### config.mk
export PLATFORM = sky130hd
export DESIGN_NAME = setpoint_frame_tx
export DESIGN_NICKNAME = d
export VERILOG_FILES = /design/src/rtl/setpoint_tx_pkg.sv /design/src/rtl/setpoint_frame_builder.sv /design/src/rtl/setpoint_bit_timer.sv /design/src/rtl/setpoint_frame_tx.sv
export SDC_FILE = /design/constraint.sdc
export NUM_CORES = 1
export LEC_CHECK = 0
export BUFFER_PORTS_ARGS = -buffer_cell sky130_fd_sc_hd__buf_4
export CAP_MARGIN = 10
export CORE_MARGIN = 2
export CORE_UTILIZATION = 60
export CTS_CLUSTER_DIAMETER = 200
export DETAILED_ROUTE_END_ITERATION = 12
export HOLD_SLACK_MARGIN = 0.06
export PLACE_DENSITY = 0.8
export SYNTH_ARGS = -nofsm -noshare
export SYNTH_HDL_FRONTEND = slang
export SYNTH_HIERARCHICAL = 1
export SYNTH_SLANG_ARGS = --single-unit
### constraint.sdc
create_clock -name clk_i -period 4.65 [get_ports clk_i]
set_clock_uncertainty 0.2 [all_clocks]
set_input_delay 0.93 -clock clk_i [delete_from_list [all_inputs] [get_ports clk_i]]
set_output_delay 0.93 -clock clk_i [all_outputs]
set_load 0.01 [all_outputs]
### src/rtl/setpoint_tx_pkg.sv
package setpoint_tx_pkg;
  localparam int PAR_BITS = 2;
  localparam int MIN_DIV  = 2;

  function automatic int frame_width(input int data_w, input int sync_w);
    return 2 * sync_w + data_w + PAR_BITS;
  endfunction
endpackage

### src/rtl/setpoint_frame_builder.sv
module setpoint_frame_builder import setpoint_tx_pkg::*; #(
  parameter int DATA_W = 16,
  parameter int SYNC_W = 2,
  localparam int FRAME_W = frame_width(DATA_W, SYNC_W),
  localparam int HALF_W  = DATA_W / 2
) (
  input  logic [DATA_W-1:0]  data_i,
  output logic [FRAME_W-1:0] frame_o
);
  logic par_hi, par_lo;

  // even parity per half word
  assign par_hi = ^data_i[DATA_W-1:HALF_W];
  assign par_lo = ^data_i[HALF_W-1:0];

  // MSB of frame_o is the first bit on the line
  assign frame_o = {{SYNC_W{1'b0}}, data_i, par_hi, par_lo, {SYNC_W{1'b1}}};
endmodule

### src/rtl/setpoint_bit_timer.sv
module setpoint_bit_timer import setpoint_tx_pkg::*; #(
  parameter int DIV_W = 8
) (
  input  logic             clk_i,
  input  logic             rst_ni,
  input  logic             start_i,
  input  logic             run_i,
  input  logic [DIV_W-1:0] div_i,
  output logic             tick_o
);
  logic [DIV_W-1:0] cnt_q, div_q, div_eff;

  assign div_eff = (div_i < DIV_W'(MIN_DIV)) ? DIV_W'(MIN_DIV) : div_i;
  assign tick_o  = run_i && (cnt_q == div_q - DIV_W'(1));

  always_ff @(posedge clk_i or negedge rst_ni) begin
    if (!rst_ni) begin
      cnt_q <= '0;
      div_q <= DIV_W'(MIN_DIV);
    end else if (start_i) begin
      cnt_q <= '0;
      div_q <= div_eff;  // period frozen for the whole frame
    end else if (run_i) begin
      cnt_q <= tick_o ? '0 : cnt_q + DIV_W'(1);
    end
  end
endmodule

### src/rtl/setpoint_frame_tx.sv
module setpoint_frame_tx import setpoint_tx_pkg::*; #(
  parameter int DATA_W = 16,
  parameter int SYNC_W = 2,
  parameter int DIV_W  = 8
) (
  input  logic              clk_i,
  input  logic              rst_ni,
  input  logic              load_i,
  input  logic [DATA_W-1:0] data_i,
  input  logic [DIV_W-1:0]  bit_div_i,
  output logic              line_o,
  output logic              busy_o,
  output logic              done_o
);
  localparam int FRAME_W = frame_width(DATA_W, SYNC_W);
  localparam int CNT_W   = $clog2(FRAME_W);

  logic [FRAME_W-1:0] sh_q, frame;
  logic [CNT_W-1:0]   bit_cnt_q;
  logic [DATA_W-1:0]  pend_data_q, start_data;
  logic               busy_q, done_q, pend_q;
  logic               tick, last_bit, start;

  assign last_bit   = tick && (bit_cnt_q == CNT_W'(FRAME_W - 1));
  assign start      = (!busy_q && load_i) || (last_bit && (pend_q || load_i));
  assign start_data = load_i ? data_i : pend_data_q;

  setpoint_frame_builder #(.DATA_W(DATA_W), .SYNC_W(SYNC_W)) u_build (
    .data_i  (start_data),
    .frame_o (frame)
  );

  setpoint_bit_timer #(.DIV_W(DIV_W)) u_timer (
    .clk_i   (clk_i),
    .rst_ni  (rst_ni),
    .start_i (start),
    .run_i   (busy_q),
    .div_i   (bit_div_i),
    .tick_o  (tick)
  );

  always_ff @(posedge clk_i or negedge rst_ni) begin
    if (!rst_ni) begin
      sh_q        <= '1;
      bit_cnt_q   <= '0;
      busy_q      <= 1'b0;
      done_q      <= 1'b0;
      pend_q      <= 1'b0;
      pend_data_q <= '0;
    end else begin
      done_q <= last_bit;
      if (start) begin
        sh_q      <= frame;
        bit_cnt_q <= '0;
        busy_q    <= 1'b1;
        pend_q    <= 1'b0;
      end else begin
        if (tick) begin
          sh_q      <= {sh_q[FRAME_W-2:0], 1'b1};
          bit_cnt_q <= bit_cnt_q + CNT_W'(1);
        end
        if (last_bit) busy_q <= 1'b0;
        // single holding slot, latest strobe wins
        if (busy_q && load_i) begin
          pend_q      <= 1'b1;
          pend_data_q <= data_i;
        end
      end
    end
  end

  assign line_o = busy_q ? sh_q[FRAME_W-1] : 1'b1;
  assign busy_o = busy_q;
  assign done_o = done_q;
endmodule

# Word-level counts from Yosys, hierarchy flattened
# Cells that the tools add are included.
[word_totals]
ff_bits = 62
input_bits = 27
output_inout_bits = 3
wordCells = 44
[op_classes]
n_addsub = 3
magnitude_cmp = 1
eq_ne = 2
n_mux = 14
bitwise = 1
n_reduce_logical = 15
[op_table]
columns = ["cell", "count"]
rows = [
  ["$mux 22", 2],
  ["$mux 8", 4],
  ["$mux 16", 1],
  ["$reduce_xor 8->1", 2],
  ["$mux 5", 2],
  ["$add 8x1->8 const B", 1],
  ["$eq 8x8->1", 1],
  ["$lt 8x2->1 const B", 1],
  ["$reduce_bool 2->1", 4],
  ["$sub 8x1->8 const B", 1],
  ["$add 5x1->5 const B", 1],
  ["$eq 5x5->1 const B", 1],
  ["$logic_and 1x1->1", 5],
  ["$mux 1", 5],
  ["$logic_or 1x1->1", 2],
  ["$reduce_and 2->1", 1],
  ["$logic_not 1->1", 1],
  ["$not 1->1", 1],
]

# Logic depth before layout (Yosys ltp)
# Gate-level depths: netlist (run 1).
[depth]
depth_word = 8
mapped_depth = 13
ltp_nobuf = 11

# By module
# Netlist (run 1), hierarchy kept.
[modules_own_cells]
columns = ["module", "instances", "cells_per_inst", "area_each_um2", "seq_area_each_um2"]
rows = [
  ["setpoint_frame_tx", 1, 159, 2422.3, 1178.6],
  ["setpoint_bit_timer", 1, 103, 1004.7, 401.6],
  ["setpoint_frame_builder", 1, 38, 295.3, 0.0],
]

# Worst setup path before layout (run 1)
# Ideal clock, no wire load.
[synth_path]
path_type = "reg-to-reg"
start = "register u_timer.div_q[0]"
end = "register u_timer.cnt_q[0]"
setup_time_ps = 142
arrival_time_ps = 3056
required_ps = 4308
setup_slack_ps = 1252
stages_incl_launch_ff = 12
path_buffers = 3
period_less_slack_ps = 3398
cell_sequence = "dfrtp_1 > or4_4 > nor4_1 > a211oi_2 > a211oi_4 > and4b_4 > a21oi_4 > buf_6 > inv_6 > clkbuf_1 > clkbuf_1 > o22ai_1"
[synth_via]
elab_chain_cells = 7
word_cells_on_any_way = 10
cone_classes = "add/sub (1); eq/ne (1); mux (3); reduce/logical (5)"
[synth_rtl]
columns = ["element", "line", "text"]
rows = [
  ["start, declared", "setpoint_bit_timer.sv:11", "logic [DIV_W-1:0] cnt_q, div_q, div_eff;"],
  ["start signal, assigned", "setpoint_bit_timer.sv:19", "div_q <= DIV_W'(MIN_DIV);"],
  ["start signal, assigned", "setpoint_bit_timer.sv:22", "div_q <= div_eff;"],
  ["$sub 8x1->8 (*)", "setpoint_bit_timer.sv:14", "assign tick_o = run_i && (cnt_q == div_q - DIV_W'(1));"],
  ["$eq 8x8->1 (*)", "setpoint_bit_timer.sv:14", ""],
  ["$logic_and 1x1->1 (*)", "setpoint_bit_timer.sv:14", ""],
  ["net tick", "setpoint_frame_tx.sv:22", "logic tick, last_bit, start;"],
  ["$logic_and 1x1->1 (*)", "setpoint_frame_tx.sv:24", "assign last_bit = tick && (bit_cnt_q == CNT_W'(FRAME_W - 1));"],
  ["$logic_and 1x1->1 (*)", "setpoint_frame_tx.sv:25", "assign start = (!busy_q && load_i) || (last_bit && (pend_q || load_i));"],
  ["$logic_or 1x1->1 (*)", "setpoint_frame_tx.sv:25", ""],
  ["net start", "setpoint_frame_tx.sv:22", ""],
  ["$mux 8 or $reduce_bool 2->1 (tied branches)", "-", ""],
  ["end signal, assigned", "setpoint_bit_timer.sv:24", "cnt_q <= tick_o ? '0 : cnt_q + DIV_W'(1);"],
  ["end, declared", "setpoint_bit_timer.sv:11", ""],
]
# Mark *: on every way through the listed nets, which the timed path passes. The rest lies on a longest branch. The select of a mux whose other input is x is not followed.
# A chain may end at the register's enable or synchronous reset.

# Worst setup path after layout (run 1)
[layout_path]
start = "register u_timer.div_q[2]"
end = "register u_timer.cnt_q[0]"
# The elaborated chain is that of the path after synthesis.

==> flow_summary.yaml, run 1 <==
run_status:
  run_status: "finished clean"
placement:
  pre_cts_ws_ns: 1.214
  place.gp.congestion: 0.7521
  post_dp_cell_area_mm2: 0.003805
  hpwl_um: 4016
  placed_cells: 374
  portBuffers: 29
sta:
  clock.fmax_mhz: 290.5
  tightestPinTransition_ns: 0.7751
  worst_slack_ns: 1.207
  min_period_over_period: 0.7404
  hold_violations: 0
  whs_ns: 0.3074
  grt_setup_unrepaired: "false"
  final_max_slew_viol_count: 0
  fin_tns_setup_ns: 0
  period_needed_ns: 3.443
  setup_violations: 0
  relSlewSlack: 0.4833
drt:
  drt-vias-per-instance: 5.721
  wl_per_cell_um: 15.96
  firstDrtPassIters: 4
  drtIter0Drc: 107
  vias: 2231
  detail-route-antenna-nets: 0
  drc: 0
  finalWirelength_um: 6224
synthesis:
  synth-edff-count: 0
  synth_top_cell_area_share: 0.2622
  synthArstFlopShare: 1.000
  syn_avg_cell_area_um2: 12.41
  ys_seq_elements: 62
  netlist_area_mm2: 0.003722
  yosysSeqAreaShare: 0.4245
  netlist_top_cells_area: "dfrtp_1 (26%), dfstp_2 (16%), mux2_2 (16%)"
  synthCells: 300
  yosysTopAreaCell: "dfrtp_1"
  ys.flop_type: "dfrtp_1"
  synth_cell_types: 51
  yosys_warnings: 6
global_routing:
  grt.total_usage: 0.2032
  grt_pass1_vias: 2203
  overflow: 0
  antenna_found_initial: 0
  grt_pass1_wl_um: 10320
  grt_max_degree: 63
clock_network:
  post-cts-setup-buffer-count: 0
  cts.clk_slew.worst_paths_ns: 0.07
  cts_tree: "yes"
  worst_skew_pair.late_latency_ns: 0.34
  hold_buffers: 0
  root_buffer: "clkbuf_8"
  cts_resized: 0
  clockBufferDepth: 2
  numCtsBuffers: 9
  cts.sinks: 62
  htree_levels: 3
min_path:
  hold_path_class: "flop to flop"
setup_path:
  max_stage_delay_ns: 0.52
  path_cells: "or4_4, o221a_1, a211oi_2, a211oi_4, and4b_4, a21oi_4, inv_6, or3b_2, o22ai_1"
  cp-end-kind: "flop"
  worst-path-buf-inv: 1
  arrival_ns: 3.50
  cp_top_family: "compound AO/OA/AOI/OAI gates"
  rr_startpoint: "u_timer/div_q[2]$_DFFE_PN0P_"
  cp_num_cells: 9
  crit_path_start: "u_timer/div_q[2]$_DFFE_PN0P_"
  crit_type: "flop to flop"
  cp.required_ns: 4.71
  ff2ff_path_depth: 9
  start_kind: "flop"
  reg2reg_slack_ns: 1.21
  worstPathMaxFanout: 24
  crit_path_top_delay_cell: "or4_4"
  crit_path_end: "u_timer/cnt_q[0]$_DFFE_PN0P_"
  reg2reg_to: "u_timer/cnt_q[0]$_DFFE_PN0P_"
power:
  p_total_mw: 1.866
  irDropWorstVdd_mv: 0.3072
  leakage_nw: 1.744
  power_density_mw_per_mm2: 469.3
run:
  drv_cap: 0
layout:
  layoutNonFillerInstCount: 390
  design_area_mm2: 0.003976
  drive_gt1_frac: 0.5079
  synthToLayoutAreaGrowth_pct: 6.823
  n_antenna_cell: 0
  final_nets: 341
  finish.utilization: 0.6676
  final.fill_count: 459
floorplanning:
  ios: 30
  design.die.area_mm2: 0.006850
  core_mm2: 0.005956
  num_rows: 28
  die_y_um: 82.77
  initial_core_util: 0.6250
  die_w_um: 82.77
[cell usage after synthesis (2+ instances only)]
cell type	instances
nand3_1	6
nor2_1	16
conb_1	2
o21ai_0	4
a21oi_1	5
buf_2	4
dfrtp_1	39
nand2b_1	5
clkbuf_1	3
mux2_4	28
mux2_2	52
or3b_2	3
o22ai_1	2
dfstp_2	23
nand4_1	2
ha_1	4
a211oi_2	2
xnor2_1	17
buf_6	2
buf_4	23
xor2_1	8
nor4_1	7
a21oi_4	2
and3_1	6
inv_1	4
nand2_1	6
[logic make-up (layout without fill, tap and decap cells)]
logic type / count (synthesis) / in the layout / synth area share
other: 2 / 4 / 0.002018
AOI/OAI and AO/OA: 26 / 26 / 0.06051
xor gates and xnor gates: 25 / 25 / 0.05882
muxes: 81 / 81 / 0.2729
adders and majority gates: 4 / 4 / 0.01345
buffers and inverters: 39 / 52 / 0.07395
DFF: 62 / 62 / 0.4245
and+or+nand+nor: 61 / 61 / 0.09379
[layer usage]
| metal | global-route usage | share of wire | up-vias |
|---|---|---|---|
| met5 | 0 | 0 | - |
| met4 | 0.09344 | 0.015 | 0 |
| met3 | 0.04348 | 0.036 | 8 |
| met2 | 0.3282 | 0.49 | 42 |
| met1 | 0.2618 | 0.46 | 1115 |
| li1 | - | - | 1066 |
[power by group]
group | switching, mW | internal (mW)
Sequential | 0.129 | 0.740
Combinational | 0.226 | 0.347
Clock | 0.201 | 0.223
[cells in the final DEF (no fill, tap or decap), types with 3 or more instances in the layout]
cell	n
a21oi_1	5
and3_1	6
buf_4	31
clkbuf_1	4
clkbuf_8	11
conb_1	4
dfrtp_1	39
dfstp_2	23
ha_1	4
inv_1	4
mux2_2	52
mux2_4	28
nand2_1	6
nand2b_1	5
nand3_1	6
nor2_1	16
nor4_1	7
o21ai_0	4
or3b_2	3
xnor2_1	17
xor2_1	8
[worst min-delay path by stage]
stage / startpoint / to / slack [ns] / cells after the start
after floorplan: pend_data_q[0]$_DFFE_PN0P_ / pend_data_q[0]$_DFFE_PN0P_ / 0.28 / 1
after global placement: pend_data_q[3]$_DFFE_PN0P_ / pend_data_q[3]$_DFFE_PN0P_ / 0.29 / 1
after detailed placement: pend_data_q[3]$_DFFE_PN0P_ / pend_data_q[3]$_DFFE_PN0P_ / 0.30 / 1
after CTS: pend_data_q[3]$_DFFE_PN0P_ / pend_data_q[3]$_DFFE_PN0P_ / 0.31 / 1
after global routing: pend_data_q[1]$_DFFE_PN0P_ / pend_data_q[1]$_DFFE_PN0P_ / 0.33 / 1
final: pend_data_q[0]$_DFFE_PN0P_ / pend_data_q[0]$_DFFE_PN0P_ / 0.31 / 1
[sequential cells by signal (all words and copies together) (netlist names)]
signal	cells
done_o	1
pend_q	1
busy_o	1
pend_data_q	16
bit_cnt_q	5
u_timer/cnt_q	8
sh_q	22
u_timer/div_q	8
[worst reg2reg max path, delay by kind of cell, from the launching register on]
| family | cells | cell delay (ns) |
|---|---|---|
| compound gates | 5 | 1.29 |
| simple gates | 3 | 1.24 |
| flops | 1 | 0.44 |
| buf+inv | 1 | 0.19 |
[final cells by class]
type	instances	area (µm²)	area share
inverters	5	23.77	0.005979
flip-flops and latches	62	1580	0.3974
well taps	75	93.84	0.02360
multi-input cells	201	1874	0.4714
clock buffers	15	166.4	0.04185
repair buffers	31	232.7	0.05853
clock inverters	1	5.005	0.001259
Power figures use the tool's default switching activity.
==> run 2: changes to the inputs <==
- CORE_UTILIZATION: 60 -> 54
- PLACE_DENSITY: 0.8 -> 0.76
- clock period: 4.65 -> 2.82 ns (I/O delays scaled with it)
==> flow_summary.yaml, run 2 (synthesis gave the netlist of run 1 again) <==
layout:
  final_common_cell: "buf_4"
  synthToLayoutAreaGrowth_pct: 21.11
  regMostFlops: "sh_q"
  largest_register_ffs: 22
  top_regs: "sh_q x22, pend_data_q x16"
  final_nets: 373
  final_cell_mix: "buf_4 (52), mux2_4 (47), dfrtp_1 (39)"
  layoutNonFillerInstCount: 427
  n_antenna_cell: 0
  drive_gt1_frac: 0.5965
  final.fill_count: 483
  finish.utilization: 0.6710
  multi_input_area_mm2: 0.002043
  ff_latch_area_mm2: 0.001580
min_path:
  hold_path_class: "primary input to async pin"
clock_network:
  cts.clk_slew.worst_paths_ns: 0.07
  hold_buffers: 0
  worst_skew_pair.late_latency_ns: 0.34
  cts_tree: "yes"
  cts.sinks: 62
  root_buffer: "clkbuf_8"
  numCtsBuffers: 9
  clockBufferDepth: 2
  htree_levels: 3
floorplanning:
  core_mm2: 0.006719
  design.die.area_mm2: 0.007573
  ios: 30
  initial_core_util: 0.5540
  die_w_um: 87.03
  die_y_um: 87.03
  num_rows: 30
global_routing:
  overflow: 0
  grt.total_usage: 0.1851
  grt_pass1_wl_um: 10970
  antenna_found_initial: 0
  grt_max_degree: 63
  grt_pass1_vias: 2406
sta:
  whs_ns: 0.09848
  period_needed_ns: 2.907
  worst_slack_ns: -0.08666
  setup_violations: 39
  clock.fmax_mhz: 344.0
  grt_setup_unrepaired: "true"
  fin_tns_setup_ns: -2.014
  min_period_over_period: 1.031
  tightestPinTransition_ns: 0.7725
  hold_violations: 0
  final_max_slew_viol_count: 0
  relSlewSlack: 0.4850
setup_path:
  crit_type: "flop to flop"
  path_cells: "or4_4, o221a_1, a211oi_2, a211oi_4, and4b_4, a21oi_4, inv_6, or3b_4, o22ai_1"
  arrival_ns: 2.96
  cp-end-kind: "flop"
  crit_path_top_delay_cell: "or4_4"
  crit_path_start: "u_timer/div_q[0]$_DFFE_PN0P_"
  worstPathMaxFanout: 14
  max_stage_delay_ns: 0.57
  rr_startpoint: "u_timer/div_q[0]$_DFFE_PN0P_"
  worst-path-buf-inv: 1
  cp.required_ns: 2.88
  start_kind: "flop"
  cp_top_family: "simple AND/OR/NAND/NOR gates"
run_status:
  run_status: "finished, violations left"
  violations: "negative setup slack"
power:
  p_sw_mw: 1.009
  clkPwrFrac: 0.209
  irDropWorstVdd_mv: 0.4060
  switching_share: 0.3070
  pwr-share-comb: 0.359
  power_density_mw_per_mm2: 728.8
  leakage_nw: 2.016
  power.internal_mw: 2.277
  power_frac_seq: 0.432
drt:
  finalWirelength_um: 7365
  drc: 0
  detail-route-antenna-nets: 0
  drtIter0Drc: 85
  vias: 2346
  firstDrtPassIters: 4
  wl_per_cell_um: 17.25
  drt-vias-per-instance: 5.494
run:
  drv_cap: 0
placement:
  place.gp.congestion: 0.7821
  pre_cts_ws_ns: -0.1012
  placed_cells: 398
  portBuffers: 29
  hpwl_um: 4281
run 2: cell count changes in the layout (fill, tap and decap cells not counted), moves of 3 or more:
cell | before | now
buf_12 | 0 | 3
buf_4 | 31 | 52
buf_8 | 0 | 3
clkbuf_16 | 0 | 3
mux2_2 | 52 | 33
mux2_4 | 28 | 47
nor4_1 | 7 | 1
nor4_2 | 0 | 5
run 2: final timing paths:
path                                                 to  slack, ns  cells after the start
max in group asynchronous  u_timer/div_q[5]$_DFFE_PN0P_       1.81                      1
min reg2reg                 pend_data_q[12]$_DFFE_PN0P_       0.31                      1
max                        u_timer/cnt_q[0]$_DFFE_PN0P_      -0.09                      9
max reg2reg                u_timer/cnt_q[0]$_DFFE_PN0P_      -0.09                      9
min                        u_timer/cnt_q[0]$_DFFE_PN0P_        0.1                      1
min in group clk_i           pend_data_q[9]$_DFFE_PN0P_       0.26                      2
run 2: cell type report:
cell class,count,area share
multi-input combinational,201,0.4532
tap,80,0.02220
clock buffer,12,0.03220
clock inverter,4,0.004996
timing repair buffer,63,0.1316
inverter,5,0.005273
sequential,62,0.3505
run 2: per-layer routing:
metal	global-route usage	share of wire
met1	0.2370	0.45
met5	0	0
met2	0.3033	0.50
met3	0.03981	0.030
met4	0.07813	0.018
run 2: timing repair:
action | CTS | global route
setup buffers | 0 | 9
cloned | 0 | 4
gates resized for setup | 4 | 43
endpoints found under the hold margin | 0 | 0
pin swaps | 1 | 7
setup endpoints to repair | 47 | 57
run 2: power by group through the flow:
stage / registers [mW] / logic (mW) / clock network [mW]
global placement: 1.41 / 0.986 / 0
floorplan: 1.37 / 0.878 / 0
detailed placement: 1.42 / 1.02 / 0
finish: 1.42 / 1.18 / 0.687
CTS: 1.40 / 1.03 / 0.695
global route: 1.46 / 1.29 / 0.739
run 2: metrics by stage:
stage / instance area (µm²) / total power, mW
finish: 4508 / 3.285
global route: 4508 / 3.482
CTS: 4163 / 3.129
detailed placement: 3978 / 2.433
global placement: 3978 / 2.391
floorplan: 3759 / 2.249
run 2: worst reg2reg max path, stage by stage, from the launching register on:
cell	delay, ns
dfrtp_1	0.41
or4_4	0.57
o221a_1	0.29
a211oi_2	0.22
a211oi_4	0.10
and4b_4	0.23
a21oi_4	0.22
inv_6	0.10
or3b_4	0.38
o22ai_1	0.11
==> run 3: changes to the inputs <==
- BUFFER_PORTS_ARGS: -buffer_cell sky130_fd_sc_hd__buf_4 -> -buffer_cell sky130_fd_sc_hd__buf_2
- CORE_ASPECT_RATIO: default -> 1.2
- HOLD_SLACK_MARGIN: 0.06 -> 0.1
==> flow_summary.yaml, run 3 (synthesis gave the netlist of run 1 again) <==
drt:
  finalWirelength_um: 7268
  drc: 0
  vias: 2304
  firstDrtPassIters: 4
  drt-vias-per-instance: 5.371
  detail-route-antenna-nets: 0
  wl_per_cell_um: 16.94
  drtIter0Drc: 72
placement:
  portBuffers: 29
  hpwl_um: 4360
  place.gp.congestion: 0.8773
  post_dp_cell_area_mm2: 0.003916
sta:
  fin_tns_setup_ns: -2.563
  final_max_slew_viol_count: 0
  clock.fmax_mhz: 341.3
  grt_setup_unrepaired: "true"
  tightestPinTransition_ns: 0.6666
  relSlewSlack: 0.5556
  period_needed_ns: 2.930
  hold_violations: 0
  setup_violations: 46
  worst_slack_ns: -0.1096
  min_period_over_period: 1.039
layout:
  n_antenna_cell: 0
  multi_input_area_mm2: 0.002028
  top_regs: "sh_q x22, pend_data_q x16"
  synthToLayoutAreaGrowth_pct: 19.16
  final_nets: 368
  final.fill_count: 496
  ff_latch_area_mm2: 0.001580
  largest_register_ffs: 22
  final_common_cell: "mux2_2"
  final_cell_mix: "mux2_2 (43), dfrtp_1 (39), mux2_4 (37)"
  regMostFlops: "sh_q"
  drive_gt1_frac: 0.5965
  design_area_mm2: 0.004436
floorplanning:
  initial_core_util: 0.5497
  die_y_um: 94.95
  core_mm2: 0.006771
  die_w_um: 79.79
  design.die.area_mm2: 0.007576
  num_rows: 33
  ios: 30
setup_path:
  arrival_ns: 2.99
  cp-end-kind: "flop"
  crit_type: "flop to flop"
  worstPathMaxFanout: 11
  start_kind: "flop"
  cp.required_ns: 2.88
min_path:
  hold_path_class: "primary input to flop"
global_routing:
  grt.total_usage: 0.1871
  grt_max_degree: 36
  antenna_found_initial: 0
  grt_pass1_vias: 2373
  grt_pass1_wl_um: 10870
  overflow: 0
power:
  leakage_nw: 1.991
  power_density_mw_per_mm2: 743.2
  p_total_mw: 3.297
  irDropWorstVdd_mv: 0.4936
clock_network:
  worst_skew_pair.late_latency_ns: 0.34
  numCtsBuffers: 9
  clockBufferDepth: 2
  htree_levels: 3
  cts.sinks: 62
  cts.clk_slew.worst_paths_ns: 0.07
  cts_tree: "yes"
  root_buffer: "clkbuf_8"
run_status:
  violations: "negative setup slack"
  run_status: "finished, violations left"
run:
  drv_cap: 0
-- run 3: changes by cell type in the layout (fill, tap and decap cells not counted), sizes merged --
cell	change
clkinv	-1
clkbuf	+2
buf	-7
dlygate4sd3	+1
-- run 3: timing repair --
action                                  in CTS  in global routing
endpoints found under the setup margin      42                 57
gates cloned                                 0                  4
pin swaps                                    1                  1
hold endpoints to repair                    21                  0
gates resized for setup                      6                 28
hold buffers                                 1                  0
buffers inserted                             2                  4
-- run 3: path summary, 6_finish.rpt --
kind / from / to / slack (ns) / depth (start not counted)
max: u_timer/div_q[0]$_DFFE_PN0P_ / sh_q[14]$_DFFE_PN1P_ / -0.11 / 9
min: data_i[3] / pend_data_q[3]$_DFFE_PN0P_ / 0.27 / 2
max reg2reg: u_timer/div_q[0]$_DFFE_PN0P_ / sh_q[14]$_DFFE_PN1P_ / -0.11 / 9
min reg2reg: pend_data_q[7]$_DFFE_PN0P_ / pend_data_q[7]$_DFFE_PN0P_ / 0.31 / 1
max in group asynchronous: rst_ni / sh_q[6]$_DFFE_PN1P_ / 1.13 / 3
min in group asynchronous: rst_ni / u_timer/div_q[2]$_DFFE_PN0P_ / 0.59 / 2
-- run 3: cell type report --
type | instances | share of cell area
inverters | 5 | 0.005924
flip-flops and latches | 62 | 0.3563
repair buffers | 58 | 0.1140
clock inverters | 3 | 0.003949
clock buffers | 13 | 0.03808
well taps | 87 | 0.02454
multi-input cells | 201 | 0.4573
-- run 3: per-stage QoR --
step | util | hold WS (ns) | setup slack [ns] | cells
CTS | 0.6136 | 0.2518 | -0.07193 | 421
floorplan | - | 0.06841 | -0.2982 | 302
finish | 0.6550 | 0.2666 | -0.1096 | 429
global route | 0.6550 | 0.2541 | -0.1658 | 429
detailed placement | 0.5783 | 0.2927 | -0.07577 | 402
global placement | 0.5783 | 0.2859 | -0.002330 | 402
-- run 3: routing by layer --
| layer | track usage | vias to the layer above | share of wire |
|---|---|---|---|
| li1 | - | 1114 | - |
| met1 | 0.2392 | 1130 | 0.44 |
| met2 | 0.3088 | 51 | 0.52 |
| met3 | 0.03728 | 9 | 0.031 |
| met4 | 0.08051 | 0 | 0.015 |
| met5 | 0 | - | 0 |
-- run 3: critical path, stage by stage, from the launching register on --
cell,delay [ns]
dfrtp_1,0.39
or4_4,0.59
o221a_1,0.29
a211oi_2,0.23
a211oi_4,0.11
and4b_4,0.23
a21oi_4,0.16
buf_4,0.17
clkbuf_16,0.18
mux2_4,0.31
-- run 3: where the power goes --
group	internal, mW	total [mW]	switching [mW]
Combinational	0.672	1.13	0.460
Clock	0.388	0.726	0.338
Sequential	1.22	1.44	0.217
Total	2.28	3.30	1.02
